$ cat config.mk
export PLATFORM = sky130hd
export DESIGN_NAME = dma_chan_regs
export DESIGN_NICKNAME = d
export VERILOG_FILES = /design/src/rtl/dma_chan_pkg.sv /design/src/rtl/dma_mode_lock.sv /design/src/rtl/dma_chan_status.sv /design/src/rtl/dma_chan_ctl.sv /design/src/rtl/dma_chan_regs.sv
export SDC_FILE = /design/constraint.sdc
export NUM_CORES = 1
export LEC_CHECK = 0
export BUFFER_PORTS_ARGS = -buffer_cell sky130_fd_sc_hd__buf_2
export CAP_MARGIN = 20
export CELL_PAD_IN_SITES_DETAIL_PLACEMENT = 1
export CELL_PAD_IN_SITES_GLOBAL_PLACEMENT = 1
export CORE_ASPECT_RATIO = 1.1
export CORE_UTILIZATION = 44
export DETAILED_ROUTE_END_ITERATION = 12
export PLACE_DENSITY_LB_ADDON = 0.1
export SYNTH_ARGS = -nofsm -noshare
export SYNTH_HDL_FRONTEND = slang
export SYNTH_SLANG_ARGS = --single-unit
$ cat constraint.sdc
create_clock -name clk -period 4.95 [get_ports clk]
set_input_delay 0.495 -clock clk [delete_from_list [all_inputs] [get_ports clk]]
set_output_delay 0.495 -clock clk [all_outputs]
set_load 0.05 [all_outputs]
$ cat src/rtl/dma_chan_pkg.sv
package dma_chan_pkg;

    localparam int ADDR_W   = 8;
    localparam int DATA_W   = 32;
    localparam int CH_BASE  = 'h80;
    localparam int CH_SHIFT = 5;          // 0x20 stride between channels

    localparam logic [7:0] LOCK_ADDR = 8'hC7;
    localparam logic [7:0] LOCK_KEY  = 8'h07;

    // channel register offsets
    localparam logic [CH_SHIFT-1:0] OFF_CTRL = 5'h00;
    localparam logic [CH_SHIFT-1:0] OFF_STAT = 5'h02;
    localparam logic [CH_SHIFT-1:0] OFF_CNT  = 5'h04;
    localparam logic [CH_SHIFT-1:0] OFF_PTR  = 5'h0C;
    localparam logic [CH_SHIFT-1:0] OFF_FIN  = 5'h14;
    localparam logic [CH_SHIFT-1:0] OFF_FOUT = 5'h16;

    // control word bits
    localparam int B_MASK = 8;
    localparam int B_GO   = 7;
    localparam int B_RST  = 5;

    // status byte bits
    localparam int S_DONE = 6;
    localparam int S_UIRQ = 4;
    localparam int S_PERR = 0;
    localparam int ST_W   = 8;

    typedef enum logic [1:0] {
        CH_REG  = 2'd0,
        CH_HOLD = 2'd1,
        CH_PKT  = 2'd2
    } ch_state_e;

endpackage

$ cat src/rtl/dma_mode_lock.sv
module dma_mode_lock
    import dma_chan_pkg::*;
(
    input  logic       clk,
    input  logic       rst_n,
    input  logic       wr,
    input  logic [7:0] wbyte,
    output logic       locked
);

    always_ff @(posedge clk or negedge rst_n) begin
        if (!rst_n) begin
            locked <= 1'b0;
        end else if (wr && (wbyte == LOCK_KEY)) begin
            locked <= 1'b1;
        end
    end

endmodule

$ cat src/rtl/dma_chan_status.sv
module dma_chan_status
    import dma_chan_pkg::*;
(
    input  logic            clk,
    input  logic            rst_n,
    input  logic            ev_done,
    input  logic            ev_uirq,
    input  logic            ev_perr,
    input  logic            drop,
    input  logic            clr,
    output logic [ST_W-1:0] st
);

    logic [ST_W-1:0] st_n;

    always_comb begin
        st_n = clr ? '0 : st;
        if (!drop) begin
            st_n[S_DONE] = st_n[S_DONE] | ev_done;
            st_n[S_UIRQ] = st_n[S_UIRQ] | ev_uirq;
            st_n[S_PERR] = st_n[S_PERR] | ev_perr;
        end
    end

    always_ff @(posedge clk or negedge rst_n) begin
        if (!rst_n) begin
            st <= '0;
        end else begin
            st <= st_n;
        end
    end

endmodule

$ cat src/rtl/dma_chan_ctl.sv
module dma_chan_ctl
    import dma_chan_pkg::*;
#(
    parameter int CNT_W = 16,
    parameter int PTR_W = 32,
    parameter int THR_W = 16
) (
    input  logic              clk,
    input  logic              rst_n,
    input  logic              lock_en,
    input  logic              wr_ctrl,
    input  logic              wr_cnt,
    input  logic              wr_ptr,
    input  logic              wr_fin,
    input  logic              wr_fout,
    input  logic [DATA_W-1:0] wdata,
    input  logic              end_evt,
    output logic              eng_go,
    output logic              eng_rst,
    output logic              eng_pkt,
    output logic              irq_mask,
    output logic [1:0]        pio,
    output logic [15:0]       ctrl_rd,
    output logic [CNT_W-1:0]  count,
    output logic [PTR_W-1:0]  ptr,
    output logic [THR_W-1:0]  fin,
    output logic [THR_W-1:0]  fout
);

    ch_state_e state, state_n;
    logic      go_acc;
    logic      go_q;
    logic      rst_req;
    logic      go_req;

    assign rst_req = wr_ctrl && wdata[B_RST];
    assign go_req  = wr_ctrl && wdata[B_GO] && !wdata[B_RST] && lock_en;

    // state register
    always_ff @(posedge clk or negedge rst_n) begin
        if (!rst_n) begin
            state <= CH_REG;
        end else begin
            state <= state_n;
        end
    end

    // next state
    always_comb begin
        state_n = state;
        go_acc  = 1'b0;
        unique case (state)
            CH_REG: begin
                if (rst_req) begin
                    state_n = CH_HOLD;
                end else if (go_req) begin
                    state_n = CH_PKT;
                    go_acc  = 1'b1;
                end
            end
            CH_PKT: begin
                if (rst_req) begin
                    state_n = CH_HOLD;
                end else if (end_evt) begin
                    state_n = CH_REG;
                end
            end
            CH_HOLD: begin
                if (wr_ctrl && !wdata[B_RST]) begin
                    state_n = CH_REG;
                end
            end
            default: state_n = CH_REG;
        endcase
    end

    // outputs
    always_comb begin
        eng_rst = (state == CH_HOLD);
        eng_pkt = (state == CH_PKT);
        eng_go  = go_q;
        ctrl_rd = '0;
        ctrl_rd[B_MASK] = irq_mask;
        ctrl_rd[B_RST]  = (state == CH_HOLD);
        ctrl_rd[1:0]    = pio;
    end

    // configuration and control fields
    always_ff @(posedge clk or negedge rst_n) begin
        if (!rst_n) begin
            go_q     <= 1'b0;
            irq_mask <= 1'b1;
            pio      <= 2'd0;
            count    <= '0;
            ptr      <= '0;
            fin      <= '0;
            fout     <= '0;
        end else begin
            go_q <= go_acc;
            if (wr_ctrl) begin
                irq_mask <= wdata[B_MASK];
                pio      <= wdata[1:0];
            end
            if (wr_cnt)  count <= wdata[CNT_W-1:0];
            if (wr_ptr)  ptr   <= wdata[PTR_W-1:0];
            if (wr_fin)  fin   <= wdata[THR_W-1:0];
            if (wr_fout) fout  <= wdata[THR_W-1:0];
        end
    end

endmodule

$ cat src/rtl/dma_chan_regs.sv
module dma_chan_regs
    import dma_chan_pkg::*;
#(
    parameter int N_CH  = 2,
    parameter int CNT_W = 16,
    parameter int PTR_W = 32,
    parameter int THR_W = 16
) (
    input  logic                    clk,
    input  logic                    rst_n,
    input  logic                    bus_wr,
    input  logic                    bus_rd,
    input  logic [ADDR_W-1:0]       bus_addr,
    input  logic [DATA_W-1:0]       bus_wdata,
    output logic [DATA_W-1:0]       bus_rdata,
    input  logic [N_CH-1:0]         ev_done,
    input  logic [N_CH-1:0]         ev_uirq,
    input  logic [N_CH-1:0]         ev_perr,
    output logic [N_CH-1:0]         eng_go,
    output logic [N_CH-1:0]         eng_rst,
    output logic [N_CH-1:0]         eng_pkt,
    output logic [N_CH-1:0]         irq,
    output logic [2*N_CH-1:0]       pio_mode,
    output logic [CNT_W*N_CH-1:0]   cpb_count,
    output logic [PTR_W*N_CH-1:0]   next_cpb,
    output logic [THR_W*N_CH-1:0]   fifo_in_thr,
    output logic [THR_W*N_CH-1:0]   fifo_out_thr
);

    localparam int BLK_W    = ADDR_W - CH_SHIFT;
    localparam int BLK_BASE = CH_BASE >> CH_SHIFT;

    logic                  lock_q;
    logic [N_CH-1:0]       mask_v;
    logic [N_CH-1:0]       st_clr_v;
    logic [N_CH-1:0]       hit_v;
    logic [ST_W*N_CH-1:0]  st_flat;
    logic [15:0]           ctrl_rd_a [N_CH];
    logic [CH_SHIFT-1:0]   off;

    assign off = bus_addr[CH_SHIFT-1:0];

    dma_mode_lock u_lock (
        .clk    (clk),
        .rst_n  (rst_n),
        .wr     (bus_wr && (bus_addr == LOCK_ADDR)),
        .wbyte  (bus_wdata[7:0]),
        .locked (lock_q)
    );

    for (genvar gi = 0; gi < N_CH; gi++) begin : g_ch
        localparam logic [BLK_W-1:0] BLK = BLK_W'(BLK_BASE + gi);
        logic wr_hit;
        logic stat_end;

        assign hit_v[gi]    = (bus_addr[ADDR_W-1:CH_SHIFT] == BLK);
        assign wr_hit       = bus_wr && hit_v[gi];
        assign st_clr_v[gi] = bus_rd && hit_v[gi] && (off == OFF_STAT);
        assign stat_end     = ev_done[gi] | ev_perr[gi];

        dma_chan_ctl #(
            .CNT_W (CNT_W),
            .PTR_W (PTR_W),
            .THR_W (THR_W)
        ) u_ctl (
            .clk      (clk),
            .rst_n    (rst_n),
            .lock_en  (lock_q),
            .wr_ctrl  (wr_hit && (off == OFF_CTRL)),
            .wr_cnt   (wr_hit && (off == OFF_CNT)),
            .wr_ptr   (wr_hit && (off == OFF_PTR)),
            .wr_fin   (wr_hit && (off == OFF_FIN)),
            .wr_fout  (wr_hit && (off == OFF_FOUT)),
            .wdata    (bus_wdata),
            .end_evt  (stat_end),
            .eng_go   (eng_go[gi]),
            .eng_rst  (eng_rst[gi]),
            .eng_pkt  (eng_pkt[gi]),
            .irq_mask (mask_v[gi]),
            .pio      (pio_mode[2*gi +: 2]),
            .ctrl_rd  (ctrl_rd_a[gi]),
            .count    (cpb_count[CNT_W*gi +: CNT_W]),
            .ptr      (next_cpb[PTR_W*gi +: PTR_W]),
            .fin      (fifo_in_thr[THR_W*gi +: THR_W]),
            .fout     (fifo_out_thr[THR_W*gi +: THR_W])
        );

        dma_chan_status u_stat (
            .clk     (clk),
            .rst_n   (rst_n),
            .ev_done (ev_done[gi]),
            .ev_uirq (ev_uirq[gi]),
            .ev_perr (ev_perr[gi]),
            .drop    (eng_rst[gi]),
            .clr     (st_clr_v[gi]),
            .st      (st_flat[ST_W*gi +: ST_W])
        );

        assign irq[gi] = (|st_flat[ST_W*gi +: ST_W]) && !mask_v[gi];
    end

    // read mux
    always_comb begin
        bus_rdata = '0;
        if (bus_addr == LOCK_ADDR) begin
            bus_rdata = lock_q ? DATA_W'(LOCK_KEY) : '0;
        end
        for (int i = 0; i < N_CH; i++) begin
            if (hit_v[i]) begin
                case (off)
                    OFF_CTRL: bus_rdata = DATA_W'(ctrl_rd_a[i]);
                    OFF_STAT: bus_rdata = DATA_W'(st_flat[ST_W*i +: ST_W]);
                    OFF_CNT:  bus_rdata = DATA_W'(cpb_count[CNT_W*i +: CNT_W]);
                    OFF_PTR:  bus_rdata = DATA_W'(next_cpb[PTR_W*i +: PTR_W]);
                    OFF_FIN:  bus_rdata = DATA_W'(fifo_in_thr[THR_W*i +: THR_W]);
                    OFF_FOUT: bus_rdata = DATA_W'(fifo_out_thr[THR_W*i +: THR_W]);
                    default:  bus_rdata = '0;
                endcase
            end
        end
    end

endmodule

== Word level (Yosys, flattened, before mapping) ==
Index checks and enable logic that the tools add are counted.

* Register bits after elaboration: 179
* Input port bits: 50
* Output and inout bits: 204
* Word-level logic and storage cells: 118

* Equality and inequality tests: 19
* Muxes and demuxes: 32
* Bitwise logic cells: 8
* Reductions and logical operators: 40

{| class="wikitable"
|+ Operator list
! kind !! count
|-
| $pmux W32 S6 || 2
|-
| $mux W32 || 2
|-
| $logic_and A1 B1 Y1 || 30
|-
| $mux W2 || 10
|-
| $mux W7 || 2
|-
| $mux W1 || 12
|-
| $pmux W2 S3 || 2
|-
| $eq A5 B5 Y1 const B || 2
|-
| $eq A8 B3 Y1 const B || 1
|-
| $eq A8 B8 Y1 const B || 1
|-
| $or A1 B1 Y1 || 8
|-
| $eq A3 B3 Y1 const B || 2
|-
| $mux W3 || 2
|-
| $ne A3 B1 Y1 const B || 2
|-
| $ne A3 B3 Y1 const B || 2
|-
| $reduce_and A3 Y1 || 2
|-
| $reduce_or A3 Y1 || 2
|-
| $eq A5 B2 Y1 const B || 1
|-
| $eq A5 B3 Y1 const B || 1
|-
| $eq A5 B4 Y1 const B || 1
|-
| $logic_not A5 Y1 || 1
|-
| $eq A2 B1 Y1 const B || 2
|-
| $eq A2 B2 Y1 const B || 2
|-
| $logic_not A2 Y1 || 2
|-
| other kinds (2) || 5
|}

== Logic depth before layout (Yosys ltp) ==
* Word-level depth: 9
* Depth in mapped cells: 8
* Gate-level depth less buffers: 5

== Cells and area by module ==
Synthesis repeated with hierarchy kept, for this count alone.

* Cells, all modules: 724
* Area, all modules: 9623.0 sq um

{| class="wikitable"
|+ By module, submodules not included
! module !! instances !! cells each !! area each (sq um) !! seq. area each (sq um)
|-
| dma_chan_ctl || 2 || 206 || 3669.8 || 2153.3
|-
| dma_chan_regs || 1 || 271 || 1910.6 || 0.0
|-
| dma_chan_status || 2 || 18 || 157.7 || 75.1
|-
| dma_mode_lock || 1 || 5 || 57.6 || 25.0
|}

== Worst setup path before layout ==
No wires, ideal clock.

* Kind: input to output
* Start point: in bus_addr[1]
* End point: out bus_rdata[8]
* Data arrival time: 2443 ps
* Data required time: 4455 ps
* Slack: 2012 ps
* Cell stages on the path: 8
* Path buffers: 4
* Cell sequence: clkbuf_1 -> nor3_4 -> and3_1 -> buf_2 -> buf_2 -> buf_2 -> a221oi_1 -> o22ai_1

* Cells in the longest elaborated chain, start to end: 4
* Elaborated cells on any way between the ends: 10
* Those cells by class: 5 x eq/ne; 4 x mux; 1 x reduce/logical

{| class="wikitable"
|+ RTL lines
! element !! RTL line !! source
|-
| start: declaration || dma_chan_regs.sv:13 || <nowiki>input logic [ADDR_W-1:0] bus_addr,</nowiki>
|-
| $eq A5 B5 Y1 (tied with other cells) || dma_chan_regs.sv:110 || <nowiki>case (off)</nowiki>
|-
| $pmux W32 S6 || dma_chan_regs.sv:110 ||
|-
| $mux W32 || dma_chan_regs.sv:109 || <nowiki>if (hit_v[i]) begin</nowiki>
|-
| $mux W32 * || dma_chan_regs.sv:109 ||
|-
| end: declaration || dma_chan_regs.sv:15 || <nowiki>output logic [DATA_W-1:0] bus_rdata,</nowiki>
|}

Every way passes the cells marked *; elsewhere a longest branch is shown, timed or not.

== Final worst setup path ==
* Start point: in bus_addr[1]
* End point: out bus_rdata[2]

* Cells in the longest elaborated chain, start to end: 4
* Elaborated cells on any way between the ends: 12
* Those cells by class: 6 x eq/ne; 5 x mux; 1 x reduce/logical

{| class="wikitable"
|+ RTL lines
! element !! RTL line
|-
| $eq A5 B5 Y1 (tied with other cells) || dma_chan_regs.sv:110
|-
| $pmux W32 S6 / $mux W3 (equally long branches) || dma_chan_regs.sv:110, dma_chan_regs.sv:105
|-
| $mux W32 || dma_chan_regs.sv:109
|-
| $mux W32 * || dma_chan_regs.sv:109
|}

Marked as above.

==> flow_summary.json <==
{
  "overflow": 0,
  "synth_enable_flop_cells": 0,
  "path_cells": "buf_2 > nor3_4 > and3_1 > buf_4 > a221oi_1 > o22a_1 > nand2_1 > buf_2",
  "endpoint_kind": "output pin",
  "startpoint_type": "input pin",
  "crit_slowest_cell": "and3_1",
  "worstPathArrival_ns": 3.02,
  "outcome": "finished clean",
  "place_area_um2": 9730,
  "post_cts_resized": 0,
  "rows": 52,
  "synth_seq_cells": 179,
  "pin_count": 254,
  "post_cts_buffers": 0,
  "dp_hpwl_mm": 18.5,
  "crit_type": "input pin to output pin",
  "wire_per_inst_um": 24.1,
  "combinationalPowerShare": 0.158,
  "slew_headroom": 0.293,
  "setup_viol": 0,
  "period_minus_slack_ns": 3.52,
  "grt.total_usage": 0.280,
  "antenna_cells": 0,
  "power.total_mw": 3.47,
  "tightest_slew_ns": 1.06,
  "p_clk_frac": 0.379,
  "dp_cells": 1079,
  "cp_data_required_time_ns": 4.45,
  "ys_warn_count": 0,
  "fin_area_um2": 10300,
  "antenna_found_initial": 0,
  "clock.fmax_ghz": 0.284,
  "core_area_um2": 18500,
  "crit_fanout": 18,
  "critPathLaunch": "bus_addr[1]",
  "ys_seq_area_frac": 0.536,
  "power_density_nw_per_um2": 336,
  "pwr-share-seq": 0.464,
  "final-max-slew-violation-count": 0,
  "holdCritPathClass": "input pin to async pin",
  "ys_types": 54,
  "gp_congestion": 0.824,
  "clockBufferDepth": 2,
  "drc": 0,
  "fin_crit_sh": 0.710,
  "wirelength_mm": 26.8,
  "setup-tns-final_ns": 0,
  "cap_viol_max_count": 0,
  "die_w_um": 133,
  "yosysTopAreaCell": "dfrtp_1",
  "r2r_cells": 4,
  "clk_pin_slew_ns": 0.07,
  "die_h_um": 147,
  "cts_tree": "yes",
  "grt_pass1_vias": 6841,
  "worst_slack_ns": 1.43,
  "syn_inst": 627,
  "hold_ws_ns": 0.0737,
  "area_growth_pct": 23.6,
  "synth_nets": 677,
  "p_leak_nw": 5.55,
  "cpMostUsedCell": "buf_2",
  "insertion_delay_ns": 0.43,
  "switching_share": 0.317,
  "htree_levels": 4,
  "numClockSinks": 179,
  "postCtsHoldBufs": 0,
  "synth_top_area_frac": 0.530,
  "postRouteAntennaNets": 0,
  "root_buffer": "clkbuf_16",
  "final_layout_size_suffix_gt1_frac": 0.549,
  "p_sw_mw": 1.10,
  "cts-buffers-inserted": 17,
  "regToRegSetupSlack_ns": 3.73,
  "nNetsFinal": 906,
  "ys_top_cells_by_area": "dfrtp_1, mux2_2, mux2i_1",
  "dr.pass1.iters": 4,
  "final_hold_viol_count": 0,
  "rsz0062_at_grt": "no",
  "grt_pass1_wl_mm": 41.2,
  "drt-initial-drc-count": 302,
  "start_util": 0.452,
  "finClkSkew_ns": 0.0116,
  "die_area_um2": 19600,
  "io_buffers": 253,
  "vias": 6458,
  "met2_length_mm": 13.7,
  "wl_met1_mm": 11.1,
  "p_int_mw": 2.37,
  "synth.avg_cell_area_um2": 13.3,
  "synthFlopType": "dfrtp_1",
  "preCtsSetupSlack_ns": 1.35,
  "peakVddDrop_mv": 0.250,
  "route.met3.wl_mm": 1.38,
  "vias_per_cell": 5.81,
  "highest_layer": "met4",
  "stdcell_count": 1112,
  "grt_max_degree": 81,
  "final_core_util": 0.559,
  "cpPeakStageDelay_ns": 0.69,
  "synthesis.area_um2": 8360,
  "rr_startpoint": "u_lock.locked",
  "async_reset_ff_frac": 1.00
}
placed cells by master (no fill, tap or decap), types with 8 or more instances in the layout:
| cell | Yosys | layout |
|---|---|---|
| mux2_2 | 154 | 154 |
| dfrtp_1 | 177 | 177 |
| mux2i_1 | 33 | 33 |
| a221oi_1 | 29 | 29 |
| clkbuf_16 | 0 | 17 |
| buf_2 | 17 | 252 |
| buf_4 | 11 | 8 |
| a22oi_1 | 17 | 17 |
| mux2_4 | 10 | 10 |
| o22ai_1 | 16 | 16 |
| nor2_1 | 44 | 44 |
layout make-up:
type / count / area (um2)
fillers: 2001 / 8150
flip-flops and latches: 179 / 4480
multi-input cells: 390 / 3560
repair buffers: 263 / 1390
clock buffers: 19 / 453
well taps: 243 / 304
clock inverters: 13 / 123
inverters: 5 / 18.8
final timing paths:
check,to
max reg2reg,g_ch[1].u_ctl.state[1]
min reg2reg,g_ch[0].u_ctl.eng_go
max in group asynchronous,g_ch[1].u_ctl.fin[2]
min in group clk,g_ch[0].u_ctl.ptr[30]
max,bus_rdata[2]
min,g_ch[0].u_ctl.eng_go
worst max-delay path, delay by kind of cell:
family                 cells  cell delay, ns
AO/OA/AOI/OAI              2            0.38
buffers and inverters      3            0.95
AND/OR/NAND/NOR            3            1.16
cell families after synthesis:
logic type | Yosys count | synth area share
DFF | 179 | 0.536
and+or+nand+nor | 95 | 0.0690
muxes | 201 | 0.270
AOI/OAI and AO/OA | 93 | 0.0855
buffers and inverters | 58 | 0.0382
xor gates and xnor gates | 1 | 0.00105
power groups by stage:
stage	logic (mW)	registers, mW	clock network [mW]
finish	0.548	1.61	1.32
global placement	0.538	1.63	0
CTS	0.551	1.61	1.34
detailed placement	0.550	1.64	0
floorplan	0.149	1.84	0
global route	0.577	1.62	1.40
Yosys cell counts, types with 3 or more instances:
library cell and number:
inv_1 5, mux2_2 154, mux2_1 4, buf_1 4, dfrtp_1 177, nor4_1 4
nand2b_1 4, o2bb2ai_1 6, nand2_1 4, nor2_1 44, nor3_1 6, nand4_2 3
a22oi_1 17, and3_1 3, nor2b_1 3, nand3_2 3, buf_4 11, a221oi_1 29
buf_2 17, clkbuf_1 17, nand3_1 4, mux2_4 10, buf_6 3, a21oi_1 6
mux2i_1 33, o22ai_1 16, a22o_1 6
sequential cells by signal, indices dropped and copies added, names as in the netlist:
register / flops
g_ch.u_ctl.count: 32
g_ch.u_ctl.eng_go: 2
g_ch.u_ctl.fin: 32
g_ch.u_ctl.fout: 32
g_ch.u_ctl.irq_mask: 2
g_ch.u_ctl.pio: 4
g_ch.u_ctl.ptr: 64
g_ch.u_ctl.state: 4
g_ch.u_stat.st: 6
u_lock.locked: 1
layer usage:
layer  vias to the layer above  track usage
met3                        39       0.0604
li1                       2783            -
met5                         -            0
met2                       248        0.472
met1                      3388        0.358
met4                         0       0.0875
No activity file was read; power rests on OpenSTA's default activity.
